**config.mk**
```make
export PLATFORM = sky130hd
export DESIGN_NAME = byte_alu_core
export DESIGN_NICKNAME = d
export VERILOG_FILES = /design/src/rtl/balu_pkg.sv /design/src/rtl/balu_addsub.sv /design/src/rtl/balu_logic.sv /design/src/rtl/balu_wide.sv /design/src/rtl/byte_alu_core.sv
export SDC_FILE = /design/constraint.sdc
export NUM_CORES = 1
export LEC_CHECK = 0
export ABC_AREA = 1
export BUFFER_PORTS_ARGS = -buffer_cell sky130_fd_sc_hd__buf_2
export CORE_AREA = 2 2 127 129
export CTS_CLUSTER_SIZE = 14
export DETAILED_ROUTE_END_ITERATION = 6
export DIE_AREA = 0 0 129 131
export PLACE_DENSITY = 0.85
export SLEW_MARGIN = 30
export SYNTH_ARGS = -nofsm -noshare
export SYNTH_HDL_FRONTEND = slang
export SYNTH_SLANG_ARGS = --single-unit
export TNS_END_PERCENT = 5
```
**constraint.sdc**
```tcl
create_clock -name clk -period 4.1 [get_ports clk]
set_clock_uncertainty 0.15 [all_clocks]
set_input_delay 0.205 -clock clk [delete_from_list [all_inputs] [get_ports clk]]
set_output_delay 0.205 -clock clk [all_outputs]
set_load 0.1 [all_outputs]
```
**src/rtl/balu_pkg.sv**
```systemverilog
package balu_pkg;

    localparam int DATA_W = 8;
    localparam int SREG_W = 8;

    // status bit positions
    localparam int FLAG_C = 0;
    localparam int FLAG_Z = 1;
    localparam int FLAG_N = 2;
    localparam int FLAG_V = 3;
    localparam int FLAG_S = 4;
    localparam int FLAG_H = 5;
    localparam int FLAG_T = 6;
    localparam int FLAG_I = 7;

    typedef enum logic [4:0] {
        OP_ADD  = 5'd0,
        OP_ADDC = 5'd1,
        OP_SUB  = 5'd2,
        OP_SUBC = 5'd3,
        OP_AND  = 5'd4,
        OP_OR   = 5'd5,
        OP_XOR  = 5'd6,
        OP_COM  = 5'd7,
        OP_NEG  = 5'd8,
        OP_INC  = 5'd9,
        OP_DEC  = 5'd10,
        OP_TST  = 5'd11,
        OP_SETM = 5'd12,
        OP_CLRM = 5'd13,
        OP_CLR  = 5'd14,
        OP_SER  = 5'd15,
        OP_ADDW = 5'd16,
        OP_SUBW = 5'd17,
        OP_MUL  = 5'd18
    } op_e;

    // one bit per writable flag, used both as write mask and as value
    typedef struct packed {
        logic h;
        logic s;
        logic v;
        logic n;
        logic z;
        logic c;
    } flag_set_t;

    function automatic logic is_two_cycle(op_e op);
        return op inside {OP_ADDW, OP_SUBW, OP_MUL};
    endfunction

    function automatic logic uses_adder(op_e op);
        return op inside {OP_ADD, OP_ADDC, OP_SUB, OP_SUBC, OP_INC, OP_DEC, OP_NEG};
    endfunction

    function automatic flag_set_t mask_for(op_e op);
        flag_set_t m;
        m = '0;
        case (op)
            OP_ADD, OP_ADDC, OP_SUB, OP_SUBC, OP_NEG:
                m = '{h: 1'b1, s: 1'b1, v: 1'b1, n: 1'b1, z: 1'b1, c: 1'b1};
            OP_AND, OP_OR, OP_XOR, OP_TST, OP_SETM, OP_CLRM, OP_CLR, OP_INC, OP_DEC:
                m = '{h: 1'b0, s: 1'b1, v: 1'b1, n: 1'b1, z: 1'b1, c: 1'b0};
            OP_COM, OP_ADDW, OP_SUBW:
                m = '{h: 1'b0, s: 1'b1, v: 1'b1, n: 1'b1, z: 1'b1, c: 1'b1};
            OP_MUL:
                m = '{h: 1'b0, s: 1'b0, v: 1'b0, n: 1'b0, z: 1'b1, c: 1'b1};
            default:
                m = '0;
        endcase
        return m;
    endfunction

    function automatic logic [SREG_W-1:0] merge_flags(logic [SREG_W-1:0] base,
                                                      flag_set_t m, flag_set_t f);
        logic [SREG_W-1:0] r;
        r = base;
        if (m.c) r[FLAG_C] = f.c;
        if (m.z) r[FLAG_Z] = f.z;
        if (m.n) r[FLAG_N] = f.n;
        if (m.v) r[FLAG_V] = f.v;
        if (m.s) r[FLAG_S] = f.s;
        if (m.h) r[FLAG_H] = f.h;
        return r;
    endfunction

endpackage

```
**src/rtl/balu_addsub.sv**
```systemverilog
module balu_addsub #(
    parameter int W   = 8,
    parameter int NIB = 4
) (
    input  logic [W-1:0] x,
    input  logic [W-1:0] y,
    input  logic         cin,
    input  logic         sub,
    output logic [W-1:0] sum,
    output logic         cout,
    output logic         half,
    output logic         ovf
);
    localparam int FW = W + 1;
    localparam int PW = NIB + 1;

    logic [FW-1:0] full;
    logic [PW-1:0] part;

    always_comb begin
        if (sub) begin
            full = {1'b0, x} - {1'b0, y} - FW'(cin);
            part = {1'b0, x[NIB-1:0]} - {1'b0, y[NIB-1:0]} - PW'(cin);
        end else begin
            full = {1'b0, x} + {1'b0, y} + FW'(cin);
            part = {1'b0, x[NIB-1:0]} + {1'b0, y[NIB-1:0]} + PW'(cin);
        end
        sum  = full[W-1:0];
        cout = full[W];
        half = part[NIB];
        if (sub)
            ovf = (x[W-1] != y[W-1]) && (sum[W-1] != x[W-1]);
        else
            ovf = (x[W-1] == y[W-1]) && (sum[W-1] != x[W-1]);
    end
endmodule

```
**src/rtl/balu_logic.sv**
```systemverilog
module balu_logic
    import balu_pkg::*;
#(
    parameter int W = 8
) (
    input  op_e          op,
    input  logic [W-1:0] a,
    input  logic [W-1:0] b,
    output logic [W-1:0] val
);
    always_comb begin
        case (op)
            OP_AND:          val = a & b;
            OP_OR, OP_SETM:  val = a | b;
            OP_XOR:          val = a ^ b;
            OP_CLR:          val = '0;
            OP_TST:          val = a;
            OP_CLRM:         val = a & ~b;
            OP_COM:          val = ~a;
            OP_SER:          val = '1;
            default:         val = a;
        endcase
    end
endmodule

```
**src/rtl/balu_wide.sv**
```systemverilog
module balu_wide
    import balu_pkg::*;
#(
    parameter int W = 8
) (
    input  logic           clk,
    input  logic           rst,
    input  logic           start,
    input  op_e            op,
    input  logic [W-1:0]   lo,
    input  logic [W-1:0]   hi,
    input  logic [W-1:0]   k,
    output logic           busy,
    output logic [2*W-1:0] wres,
    output logic           wc,
    output logic           wv,
    output logic           wz
);
    localparam int HALF = W / 2;
    localparam int PPW  = W + HALF;
    localparam int DW   = 2 * W;
    localparam int EW   = W + 1;

    typedef enum logic [1:0] {WK_ADD, WK_SUB, WK_MUL} wkind_e;

    wkind_e         kind_q;
    logic           busy_q;
    logic [W-1:0]   lo_q;
    logic [W-1:0]   hi_q;
    logic           c1_q;
    logic [PPW-1:0] pp_lo_q;
    logic [PPW-1:0] pp_hi_q;

    // first stage: low byte of the pair, or two nibble-wide partial products
    logic [EW-1:0]  lo_ext;
    logic [PPW-1:0] pp_lo;
    logic [PPW-1:0] pp_hi;
    wkind_e         kind_d;

    always_comb begin
        if (op == OP_SUBW)
            lo_ext = {1'b0, lo} - {1'b0, k};
        else
            lo_ext = {1'b0, lo} + {1'b0, k};
        pp_lo = PPW'(lo) * PPW'(k[HALF-1:0]);
        pp_hi = PPW'(lo) * PPW'(k[W-1:HALF]);
        case (op)
            OP_SUBW: kind_d = WK_SUB;
            OP_MUL:  kind_d = WK_MUL;
            default: kind_d = WK_ADD;
        endcase
    end

    always_ff @(posedge clk) begin
        if (rst) begin
            busy_q  <= 1'b0;
            kind_q  <= WK_ADD;
            lo_q    <= '0;
            hi_q    <= '0;
            c1_q    <= 1'b0;
            pp_lo_q <= '0;
            pp_hi_q <= '0;
        end else begin
            busy_q <= start;
            if (start) begin
                kind_q  <= kind_d;
                lo_q    <= lo_ext[W-1:0];
                c1_q    <= lo_ext[W];
                hi_q    <= hi;
                pp_lo_q <= pp_lo;
                pp_hi_q <= pp_hi;
            end
        end
    end

    // second stage: high byte with the stored carry, or the product sum
    logic [EW-1:0] hi_ext;
    logic [DW-1:0] prod;

    always_comb begin
        if (kind_q == WK_SUB)
            hi_ext = {1'b0, hi_q} - EW'(c1_q);
        else
            hi_ext = {1'b0, hi_q} + EW'(c1_q);
        prod = DW'(pp_lo_q) + (DW'(pp_hi_q) << HALF);
        if (kind_q == WK_MUL) begin
            wres = prod;
            wc   = prod[DW-1];
            wv   = 1'b0;
        end else begin
            wres = {hi_ext[W-1:0], lo_q};
            wc   = hi_ext[W];
            if (kind_q == WK_SUB)
                wv = hi_q[W-1] & ~hi_ext[W-1];
            else
                wv = ~hi_q[W-1] & hi_ext[W-1];
        end
        wz = (wres == '0);
    end

    assign busy = busy_q;
endmodule

```
**src/rtl/byte_alu_core.sv**
```systemverilog
module byte_alu_core
    import balu_pkg::*;
#(
    parameter int W = DATA_W
) (
    input  logic              clk,
    input  logic              rst,
    input  logic              req_i,
    input  logic [4:0]        op_i,
    input  logic [W-1:0]      a_i,
    input  logic [W-1:0]      b_i,
    input  logic [W-1:0]      hi_i,
    input  logic [SREG_W-1:0] sreg_i,
    output logic [W-1:0]      res_o,
    output logic [W-1:0]      res_hi_o,
    output logic [SREG_W-1:0] sreg_o,
    output logic              done_o,
    output logic              busy_o
);
    localparam int DW = 2 * W;

    op_e  op;
    logic busy;
    logic issue;
    logic multi;
    logic start;

    assign op    = op_e'(op_i);
    assign multi = is_two_cycle(op);
    assign issue = req_i && !busy;
    assign start = issue && multi;

    // operand steering for the shared adder/subtractor
    logic [W-1:0] ax, ay;
    logic         acin, asub;

    always_comb begin
        ax   = a_i;
        ay   = b_i;
        acin = 1'b0;
        asub = 1'b0;
        case (op)
            OP_ADDC: acin = sreg_i[FLAG_C];
            OP_SUB:  asub = 1'b1;
            OP_SUBC: begin asub = 1'b1; acin = sreg_i[FLAG_C]; end
            OP_INC:  ay = W'(1);
            OP_DEC:  begin ay = W'(1); asub = 1'b1; end
            OP_NEG:  begin ax = '0; ay = a_i; asub = 1'b1; end
            default: ;
        endcase
    end

    logic [W-1:0] as_sum;
    logic         as_cout, as_half, as_ovf;

    balu_addsub #(.W(W), .NIB(4)) u_addsub (
        .x    (ax),
        .y    (ay),
        .cin  (acin),
        .sub  (asub),
        .sum  (as_sum),
        .cout (as_cout),
        .half (as_half),
        .ovf  (as_ovf)
    );

    logic [W-1:0] lg_val;

    balu_logic #(.W(W)) u_logic (
        .op  (op),
        .a   (a_i),
        .b   (b_i),
        .val (lg_val)
    );

    logic [DW-1:0] wres;
    logic          wc, wv, wz;

    balu_wide #(.W(W)) u_wide (
        .clk   (clk),
        .rst   (rst),
        .start (start),
        .op    (op),
        .lo    (a_i),
        .hi    (hi_i),
        .k     (b_i),
        .busy  (busy),
        .wres  (wres),
        .wc    (wc),
        .wv    (wv),
        .wz    (wz)
    );

    // one-cycle result and flags
    logic [W-1:0]      val;
    flag_set_t         nf;
    logic [SREG_W-1:0] single_sreg;

    always_comb begin
        val  = uses_adder(op) ? as_sum : lg_val;
        nf.n = val[W-1];
        nf.v = uses_adder(op) ? as_ovf : 1'b0;
        nf.s = nf.n ^ nf.v;
        nf.h = as_half;
        nf.c = (op == OP_COM) ? 1'b1 : as_cout;
        if (op == OP_SUBC)
            nf.z = (val == '0) && sreg_i[FLAG_Z];
        else
            nf.z = (val == '0);
        single_sreg = merge_flags(sreg_i, mask_for(op), nf);
    end

    // two-cycle flags
    logic [SREG_W-1:0] base_q;
    flag_set_t         wmask_q;
    flag_set_t         wf;

    always_comb begin
        wf.c = wc;
        wf.z = wz;
        wf.v = wv;
        wf.n = wres[DW-1];
        wf.s = wf.n ^ wf.v;
        wf.h = 1'b0;
    end

    logic [W-1:0]      res_q, hi_q;
    logic [SREG_W-1:0] sreg_q;
    logic              done_q;

    always_ff @(posedge clk) begin
        if (rst) begin
            res_q   <= '0;
            hi_q    <= '0;
            sreg_q  <= '0;
            done_q  <= 1'b0;
            base_q  <= '0;
            wmask_q <= '0;
        end else begin
            done_q <= 1'b0;
            if (busy) begin
                res_q  <= wres[W-1:0];
                hi_q   <= wres[DW-1:W];
                sreg_q <= merge_flags(base_q, wmask_q, wf);
                done_q <= 1'b1;
            end else if (issue && !multi) begin
                res_q  <= val;
                hi_q   <= '0;
                sreg_q <= single_sreg;
                done_q <= 1'b1;
            end
            if (start) begin
                base_q  <= sreg_i;
                wmask_q <= mask_for(op);
            end
        end
    end

    assign res_o    = res_q;
    assign res_hi_o = hi_q;
    assign sreg_o   = sreg_q;
    assign done_o   = done_q;
    assign busy_o   = busy;
endmodule

```
After elaboration in Yosys (flattened, before gate mapping). Memories as Yosys holds them, arrays and structs flattened. A register that Yosys moved wholly into a read port is not among the register bits. Index checks and enable logic that the tools add are counted.

ROM bits: 384. Register bits after elaboration: 77. Bits in writable memories: 0. Output and inout port bits: 26. Memories kept: 2. Bits in latches: 0.

Bitwise logic cells: 12. $add $sub $neg: 13. Shifts and indexed selects: 0. Divide/modulo/power cells: 0. Order comparisons: 0. Reductions and logical operators: 18. Mux-type cells: 39. Multipliers: 2. Equality and inequality tests: 22.

Memory list: (no name shown) (words 32, width 6, read ports 1, clocked after Yosys merged registers in 0, write ports 0, RTL line balu_pkg.sv:59) `case (op)`; (no name shown) (words 32, width 6, read ports 1, clocked after Yosys merged registers in 1, write ports 0, RTL line balu_pkg.sv:59).

Operators with widths (count): $mux W8 (8); $pmux W8 S7 (1); $eq A5 B4 Y1 const B (7); $mux W9 (3); $mul A8 B4 Y12 (2); $mux W1 (23); $eq A5 B3 Y1 const B (4); $add A8 B8 Y9 (2); $sub A8 B8 Y9 (2); $add A12 B16 Y16 (1); $and A8 B8 Y8 (2); $logic_not A16 Y1 (1); $mux W16 (1); $not A8 Y8 (2); $pmux W8 S2 (1); $eq A5 B5 Y1 const B (3); $eq A5 B2 Y1 const B (2); $add A8 B1 Y9 (1); $add A9 B1 Y9 (1); $sub A8 B1 Y9 (1); $sub A9 B1 Y9 (1); $logic_not A8 Y1 (1); $or A8 B8 Y8 (1); $xor A8 B8 Y8 (1); 22 further kinds (34).

Logic depth before layout (Yosys ltp). Gate-level depths: netlist of the first run.

Depth after elaboration: 14. Depth in mapped cells: 24. Gate-level depth less buffers: 23.

Modules after synthesis. A second synthesis of the first run with hierarchy kept.

Cell total of the unflattened synthesis: 1433. Area, all modules: 9087.5 µm².

Modules (own cells, without submodules): balu_wide (area an instance 5227.5 µm², times used 1, cells each 816); byte_alu_core (area an instance 2195.9 µm², times used 1, cells each 327); balu_addsub (area an instance 1006.0 µm², times used 1, cells each 160); balu_logic (area an instance 658.1 µm², times used 1, cells each 130).

Least setup slack after synthesis of the first run. Ideal clock, no wire load.

Path type: input to register. Start: input port b_i[6]. End: register u_wide.pp_hi_q[10]. Arrival time: 3.147 ns. Data required time: 3.835 ns. Stages: 17. Setup slack: 0.688 ns. Library setup time: 0.115 ns. Cell sequence: clkbuf_1 > nand2_1 > fa_1 > fa_1 > inv_1 > fa_1 > a21oi_1 > o21bai_1 > nand2_1 > nand2_1 > a21oi_1 > nor2_1 > o21ai_0 > nand2_1 > xor2_1 > o21ai_0 > inv_1.

Longest elaborated chain between the ends: 1.

RTL lines: start: declaration (RTL line byte_alu_core.sv:11) `input logic [W-1:0] b_i,`; $mul A8 B4 Y12 (RTL line balu_wide.sv:46) `pp_hi = PPW'(lo) * PPW'(k[W-1:HALF]);`; end signal: assignment (RTL line balu_wide.sv:71) `pp_hi_q <= pp_hi;`; end: declaration (RTL line balu_wide.sv:32) `logic [PPW-1:0] pp_hi_q;`.

Every way passes these cells. A chain may end at the register's enable or synchronous reset.

Worst setup path in the final report of the first run.
Start: input port op_i[3]. End: register sreg_q[1], in the netlist sreg_o[1].

Longest elaborated chain between the ends: 13. Elaborated cells between the ends (all ways): 45. Classes of those cells: 4 x add/sub; 17 x eq/ne; 11 x mux; 12 x reduce/logical; 1 x memory.

RTL lines: start: declaration (RTL line byte_alu_core.sv:9) `input logic [4:0] op_i,`; $eq A5 B4 Y1 (RTL line balu_pkg.sv:53, byte_alu_core.sv:42); $reduce_or A2 Y1 (no source line); $pmux W8 S2 (RTL line byte_alu_core.sv:42) `case (op)`; $add A8 B8 Y9 / $sub A8 B8 Y9 (equally long branches) (RTL line balu_addsub.sv:25, balu_addsub.sv:22); $add A9 B1 Y9 / $sub A9 B1 Y9 (equally long branches) (RTL line balu_addsub.sv:25, balu_addsub.sv:22); $mux W9 (RTL line balu_addsub.sv:21) `if (sub) begin`; $mux W8 (RTL line byte_alu_core.sv:100) `val = uses_adder(op) ? as_sum : lg_val;`; $logic_not A8 Y1 (RTL line byte_alu_core.sv:107, byte_alu_core.sv:109); $logic_and A1 B1 Y1 (RTL line byte_alu_core.sv:107) `nf.z = (val == '0) && sreg_i[FLAG_Z];`; $mux W1 (RTL line byte_alu_core.sv:106) `if (op == OP_SUBC)`; $mux W1 (RTL line balu_pkg.sv:79) `if (m.z) r[FLAG_Z] = f.z;`; $mux W8 (RTL line byte_alu_core.sv:146) `end else if (issue && !multi) begin`; $mux W8 (RTL line byte_alu_core.sv:141) `if (busy) begin`; end signal: assignment (RTL line byte_alu_core.sv:144) `sreg_q <= merge_flags(base_q, wmask_q, wf);`; end signal: assignment (RTL line byte_alu_core.sv:149) `sreg_q <= single_sreg;`; end: declaration (RTL line byte_alu_core.sv:128) `logic [SREG_W-1:0] sreg_q;`.

Several ways; a longest one is shown, not always the timed one. The select of a mux whose other input is x is not followed.

==> results.yml, run 1 <==
run_status:
  outcome: "complete, no violations"
power_and_ir_drop:
  p_per_area_nw_per_um2: 295
  p_leak_nw: 5.04
  intPower_mw: 1.64
  comb_power_share_pct: 38.9
  switching_power_mw: 1.07
  vdd_ir_drop_max_mv: 0.246
  seq_power_share_pct: 30.9
  netSwitchingFraction_pct: 39.5
  clkPwrFrac_pct: 30.2
cells_and_area:
  nets: 1513
  syn_to_final_growth_pct: 9.58
  diodes: 0
  drive_gt1_share_pct: 8.63
floorplanning:
  rows: 46
  die_x_um: 129
  fp.coreArea_um2: 15600
  ios: 66
  die_h_um: 131
  die-area_um2: 16900
  start_util_pct: 53.8
worst_hold_path:
  hp-class: "primary input to register"
route:
  wire_per_inst_um: 14.4
  viasPerCell: 5.41
  dr.pass1.iters: 5
  first_iter_violations: 687
  post-route-drc-count: 0
  via_count: 8501
  routed_wl_um: 22700
  ant_nets: 0
run:
  max-cap-violations: 0
logic_synthesis:
  syn-instance-count: 1305
  synth_top_area_share_pct: 19.3
  synth.top_cells.by_count: "nand2_1 (314), inv_1 (201), nor2_1 (148)"
  yosys_warnings: 0
  syn_nets: 1468
  synth_edf_count: 0
  ys_ff_latch: 81
  ys.flop_type: "dfxtp_1"
  syn_avg_cell_area_um2: 6.44
  synth.distinct_cells: 42
  ys_seq_area_share_pct: 19.3
  synth_area_um2: 8400
  ys_async_sr_fraction_pct: 0
  synth_area_leaders: "dfxtp_1 (19%), nand2_1 (14%), ha_1 (14%)"
  synth_largest_area_cell: "dfxtp_1"
  synth_most_common_cell: "nand2_1"
timing:
  fmax_mhz: 298
  fin_setup_tns_ps: 0
  holdWs_ps: 39.4
  worst_slew_pin_slew_ps: 861
  relSlewSlack_pct: 42.4
  setup_viol: 0
  hold_viol_final: 0
  period_needed_ps: 3360
  drv_slew: 0
  fin_crit_sh_pct: 81.9
  rsz0062_at_grt: "false"
global_routing:
  grt_usage_pct: 27.5
  grt_pass1_vias: 7800
  antenna_found_initial: 0
  grt_max_degree: 46
  grt_overflow: 0
  grt_pass1_wl_um: 37400
clock_network:
  cts_tree: "yes"
  clock_latency_ps: 340
  numCtsBuffers: 9
  clk_path_buf_depth: 2
  cts_root_buffer: "clkbuf_16"
  clock_sinks: 81
  ctsResizeCount: 0
  path_clk_slew_ps: 60
  htreeDepth: 3
placed_design:
  routabilityCongestion: 0.974
  post-dp-hpwl_um: 17500
  portBuffers: 65
critical_path:
  crit_arrival_ps: 3480
  start_kind: "primary input"
  path_max_fanout: 14
  crit_required_ps: 4220
  critPathCaptureType: "register"
  criticalPathCategory: "primary input to register"
-- sequential cells by signal (all words and copies together), names as in the netlist, 2 cells and up --
register,flops
u_wide.pp_hi_q,12
u_wide.pp_lo_q,12
base_q,8
res_hi_o,8
res_o,8
sreg_o,8
u_wide.hi_q,8
u_wide.lo_q,8
wmask_q,4
u_wide.kind_q,2
-- power by group through the flow --
stage	combinational, mW	sequential [mW]	clock (mW)
2_1_floorplan	0.689	0.954	0
3_3_place_gp	1.01	0.854	0
3_5_place_dp	1.03	0.854	0
4_1_cts	1.05	0.837	0.824
5_1_grt	1.19	0.840	0.859
6_report	1.06	0.838	0.819
-- per-stage QoR --
step	area (um^2)	power [mW]	instances	worst slack, ps	utilization (%)
after floorplan	8400	1.64	1305	688	-
after global placement	8770	1.86	1542	520	56.2
after detailed placement	8770	1.88	1542	441	56.2
after CTS	9200	2.71	1571	794	59.0
after global routing	9200	2.89	1571	357	59.0
final	9200	2.71	1571	742	59.0
-- logic make-up after synthesis --
| logic type | synth area share, % |
|---|---|
| XOR/XNOR | 3.44 |
| AND/OR/NAND/NOR | 28.9 |
| buffers and inverters | 12.7 |
| adder cells (fa/ha/maj) | 21.1 |
| flip-flops | 19.3 |
| AO/OA/AOI/OAI | 14.6 |
-- per-layer routing --
metal	track usage (%)	share of wire [%]	vias to the layer above
li1	-	-	4246
met1	37.6	45	3899
met2	44.6	46	311
met3	4.60	7.0	45
met4	9.08	2.2	0
met5	0	0	-
-- layout by cell type, fill, tap and decap left out, types with 2 or more instances in the layout --
cell	instances
a21o_1	5
a21oi_1	81
a21oi_2	2
a31oi_1	18
buf_2	65
buf_4	6
clkbuf_16	9
clkinv_4	3
clkinvlp_4	2
dfxtp_1	81
dlygate4sd3_1	13
fa_1	31
ha_1	92
inv_1	200
inv_2	8
nand2_1	314
nand2_2	3
nand3_1	80
nand3b_1	4
nand4_1	17
nor2_1	147
nor2_2	3
nor2_4	3
nor3_1	7
o211ai_1	7
o21ai_0	87
o21bai_1	2
o221ai_1	3
o22ai_1	8
or2_2	8
xnor2_1	11
xor2_1	22
-- critical path, stage by stage --
cell     delay [ps]
buf_2           140
inv_2           200
nor2_2           70
nand3_1         330
inv_2           150
nor2_1          220
inv_1            90
fa_1            480
fa_1            450
nand2_1         110
nand2_1          70
nand2_1         100
nand2_1          60
nand3_1          70
o21ai_0          90
nand2_1          60
nand2_1          70
nor2_1           80
nand2_1          50
nor2_1           90
nand3_1          70
nand2_1          60
nand2_1          60
a21oi_2         110
-- final timing paths --
kind / startpoint / end / slack [ps] / cells past startpoint
min reg2reg: res_hi_o[5] / res_hi_o[5] / 310 / 2
max reg2reg: u_wide.busy / sreg_o[1] / 1090 / 9
max: op_i[3] / sreg_o[1] / 740 / 24
min: hi_i[0] / u_wide.hi_q[0] / 40 / 3
-- repair_timing --
| action | CTS | global route |
|---|---|---|
| buffers inserted | 0 | 0 |
| endpoints found under the hold margin | 13 | 0 |
| hold buffers | 13 | 0 |
-- area by class of cell --
class / count / area, um^2
clock buffer: 9 / 225
clock inverter: 7 / 80.1
fill: 1456 / 6390
inverter: 209 / 785
multi-input combinational: 965 / 5720
sequential: 81 / 1620
tap: 216 / 270
timing repair buffer: 84 / 500
(Power assumes the default switching activity.)
==> run 2: changes to the inputs <==
--- a/config.mk
+++ b/config.mk
@@ -5,13 +5,13 @@
 export SDC_FILE = /design/constraint.sdc
 export NUM_CORES = 1
 export LEC_CHECK = 0
-export ABC_AREA = 1
+export ABC_AREA = 0
 export BUFFER_PORTS_ARGS = -buffer_cell sky130_fd_sc_hd__buf_2
-export CORE_AREA = 2 2 127 129
+export CORE_AREA = 2 2 125 127
 export CTS_CLUSTER_SIZE = 14
 export DETAILED_ROUTE_END_ITERATION = 6
-export DIE_AREA = 0 0 129 131
-export PLACE_DENSITY = 0.85
+export DIE_AREA = 0 0 127 129
+export PLACE_DENSITY = 0.88
 export SLEW_MARGIN = 30
 export SYNTH_ARGS = -nofsm -noshare
 export SYNTH_HDL_FRONTEND = slang
==> constraint.sdc (replaced) <==
create_clock -name clk -period 2.9 [get_ports clk]
set_clock_uncertainty 0.15 [all_clocks]
set_input_delay 0.145 -clock clk [delete_from_list [all_inputs] [get_ports clk]]
set_output_delay 0.145 -clock clk [all_outputs]
set_load 0.1 [all_outputs]
==> results.yml, run 2 <==
run_status:
  violations: "negative setup slack"
  outcome: "finished, violations left"
run:
  max-cap-violations: 0
clock_network:
  cts_tree: "yes"
  cts_root_buffer: "clkbuf_16"
  clk_path_buf_depth: 2
  clock_latency_ps: 340
  clock_sinks: 81
  path_clk_slew_ps: 70
  numCtsBuffers: 9
  htreeDepth: 3
floorplanning:
  ios: 66
  fp.coreArea_um2: 15000
  start_util_pct: 54.6
  die_h_um: 129
  die-area_um2: 16400
  die_x_um: 127
  rows: 45
critical_path:
  crit_arrival_ps: 3230
  path_max_fanout: 5
  criticalPathCategory: "primary input to register"
  crit_required_ps: 3020
  worstRegToRegCells: 12
  critPathCaptureType: "register"
  start_kind: "primary input"
logic_synthesis:
  synth_area_leaders: "dfxtp_1 (20%), ha_1 (14%), fa_1 (7.6%)"
  ys_ff_latch: 81
  syn-instance-count: 1082
  synth_largest_area_cell: "dfxtp_1"
  synth_most_common_cell: "nand2_1"
  synth.distinct_cells: 75
  yosys_warnings: 0
  syn_nets: 1245
  syn_avg_cell_area_um2: 7.56
  synth_area_um2: 8180
  ys_seq_area_share_pct: 19.8
  ys.flop_type: "dfxtp_1"
  ys_async_sr_fraction_pct: 0
  synth_top_area_share_pct: 19.8
  synth_edf_count: 0
  synth.top_cells.by_count: "nand2_1 (163), nor2_1 (108), ha_1 (92)"
cells_and_area:
  final_common_cell: "buf_4"
  diodes: 0
  top_regs: "u_wide.pp_hi_q: 12 flops, u_wide.pp_lo_q: 12 flops"
  drive_gt1_share_pct: 25.9
  finalInstanceArea_um2: 10700
  nets: 1457
  multiInputGateArea_um2: 6360
  fill_cells: 1026
  layout_common_cells: "buf_4 (170), nand2_1 (161), nor2_1 (102)"
  syn_to_final_growth_pct: 31.1
  seq_area_um2: 1620
power_and_ir_drop:
  p_per_area_nw_per_um2: 405
  vdd_ir_drop_max_mv: 0.502
  p_leak_nw: 4.91
timing:
  hold_viol_final: 0
  relSlewSlack_pct: 34.2
  holdWs_ps: 157
  fin_setup_tns_ps: -1130
  fmax_mhz: 322
  fin_crit_sh_pct: 107
  setup_viol: 14
  drv_slew: 0
  period_needed_ps: 3110
  worst_slew_pin_slew_ps: 988
  rsz0062_at_grt: "true"
  setup_ws_ps: -207
global_routing:
  grt_overflow: 0
  grt_pass1_vias: 8701
  grt_max_degree: 59
  grt_pass1_wl_um: 43200
  antenna_found_initial: 0
  grt_usage_pct: 32.7
route:
  wire_per_inst_um: 18.6
  post-route-drc-count: 0
  ant_nets: 0
  top_layer: "met4"
  routed_wl_um: 27700
  wl_met1_um: 10800
  met2WireLength_um: 12900
  viasPerCell: 6.21
  wl_met3_um: 2640
  dr.pass1.iters: 6
  via_count: 9232
  first_iter_violations: 1156
worst_hold_path:
  hp-class: "primary input to register"
  whs_path_depth: 4
placed_design:
  portBuffers: 65
  routabilityCongestion: 0.996
  place_area_um2: 9950
  post-dp-hpwl_um: 20000
  preCtsSetupSlack_ps: -548
run 2: cell types whose count changed after synthesis, moves of 10 or more:
cell and delta:
nor3_1 +10, inv_1 -116, nand3_1 -56, mux2i_1 +17
nand4_1 -10, nand2_1 -151, o21ai_0 -48, or3_1 +12
xnor2_1 +20, nor2_1 -40, a211oi_1 +10, o21a_1 +10
clkbuf_1 +14
run 2: worst paths after layout:
path,start,to,slack [ps]
hold reg to reg,u_wide.pp_lo_q[9],u_wide.pp_lo_q[9],300
setup reg to reg,u_wide.pp_hi_q[0],sreg_o[1],-170
hold / removal,a_i[0],u_wide.pp_hi_q[0],160
setup / recovery,op_i[2],sreg_o[2],-210
run 2: critical path, cell delays in order:
cell and delay [ps]:
buf_8 100, or3b_4 420, nor2_4 210, buf_4 150, buf_6 90, nor2_2 40, ha_4 260, buf_4 160
nand3_1 90, o211ai_1 380, o22ai_2 180, xnor2_1 150, o221a_2 320, mux2i_1 100, a211o_1 280, a21oi_2 140
run 2: repair_timing:
item,4_1_cts,5_1_grt
hold endpoints to repair,18,0
pin swaps,13,21
hold buffers,16,0
setup buffers,1,9
gates resized for setup,20,26
endpoints found under the setup margin,15,25
run 2: metrics by stage:
step	instances	utilization, %	total power [mW]
floorplan	1082	-	2.36
global placement	1445	66.4	2.97
detailed placement	1445	66.4	3.03
CTS	1478	70.2	4.23
global route	1487	71.6	4.54
finish	1487	71.6	4.34
run 2: routing by layer:
layer	track usage, %	vias to the layer above
li1	-	4208
met1	41.5	4298
met2	55.3	592
met3	5.61	134
met4	13.8	0
met5	0	-
run 2: layout make-up:
class,count,share of cell area (%)
clock buffer,9,2.10
clock inverter,7,0.724
inverter,91,3.19
multi-input combinational,856,59.3
sequential,81,15.1
tap,188,2.19
timing repair buffer,255,17.3
run 2: logic make-up after synthesis:
logic type,count (synthesis),synth area share (%)
AOI/OAI and AO/OA,268,21.8
xor gates and xnor gates,45,4.91
adders and majority gates,123,21.7
buffers and inverters,145,6.96
DFF,81,19.8
muxes,18,2.22
and+or+nand+nor,402,22.6
run 2: power breakdown:
part	leakage, nW	switching, mW	internal, mW
registers	0.657	0.0281	1.15
clock network	0.146	0.479	0.674
logic	4.11	1.13	0.873
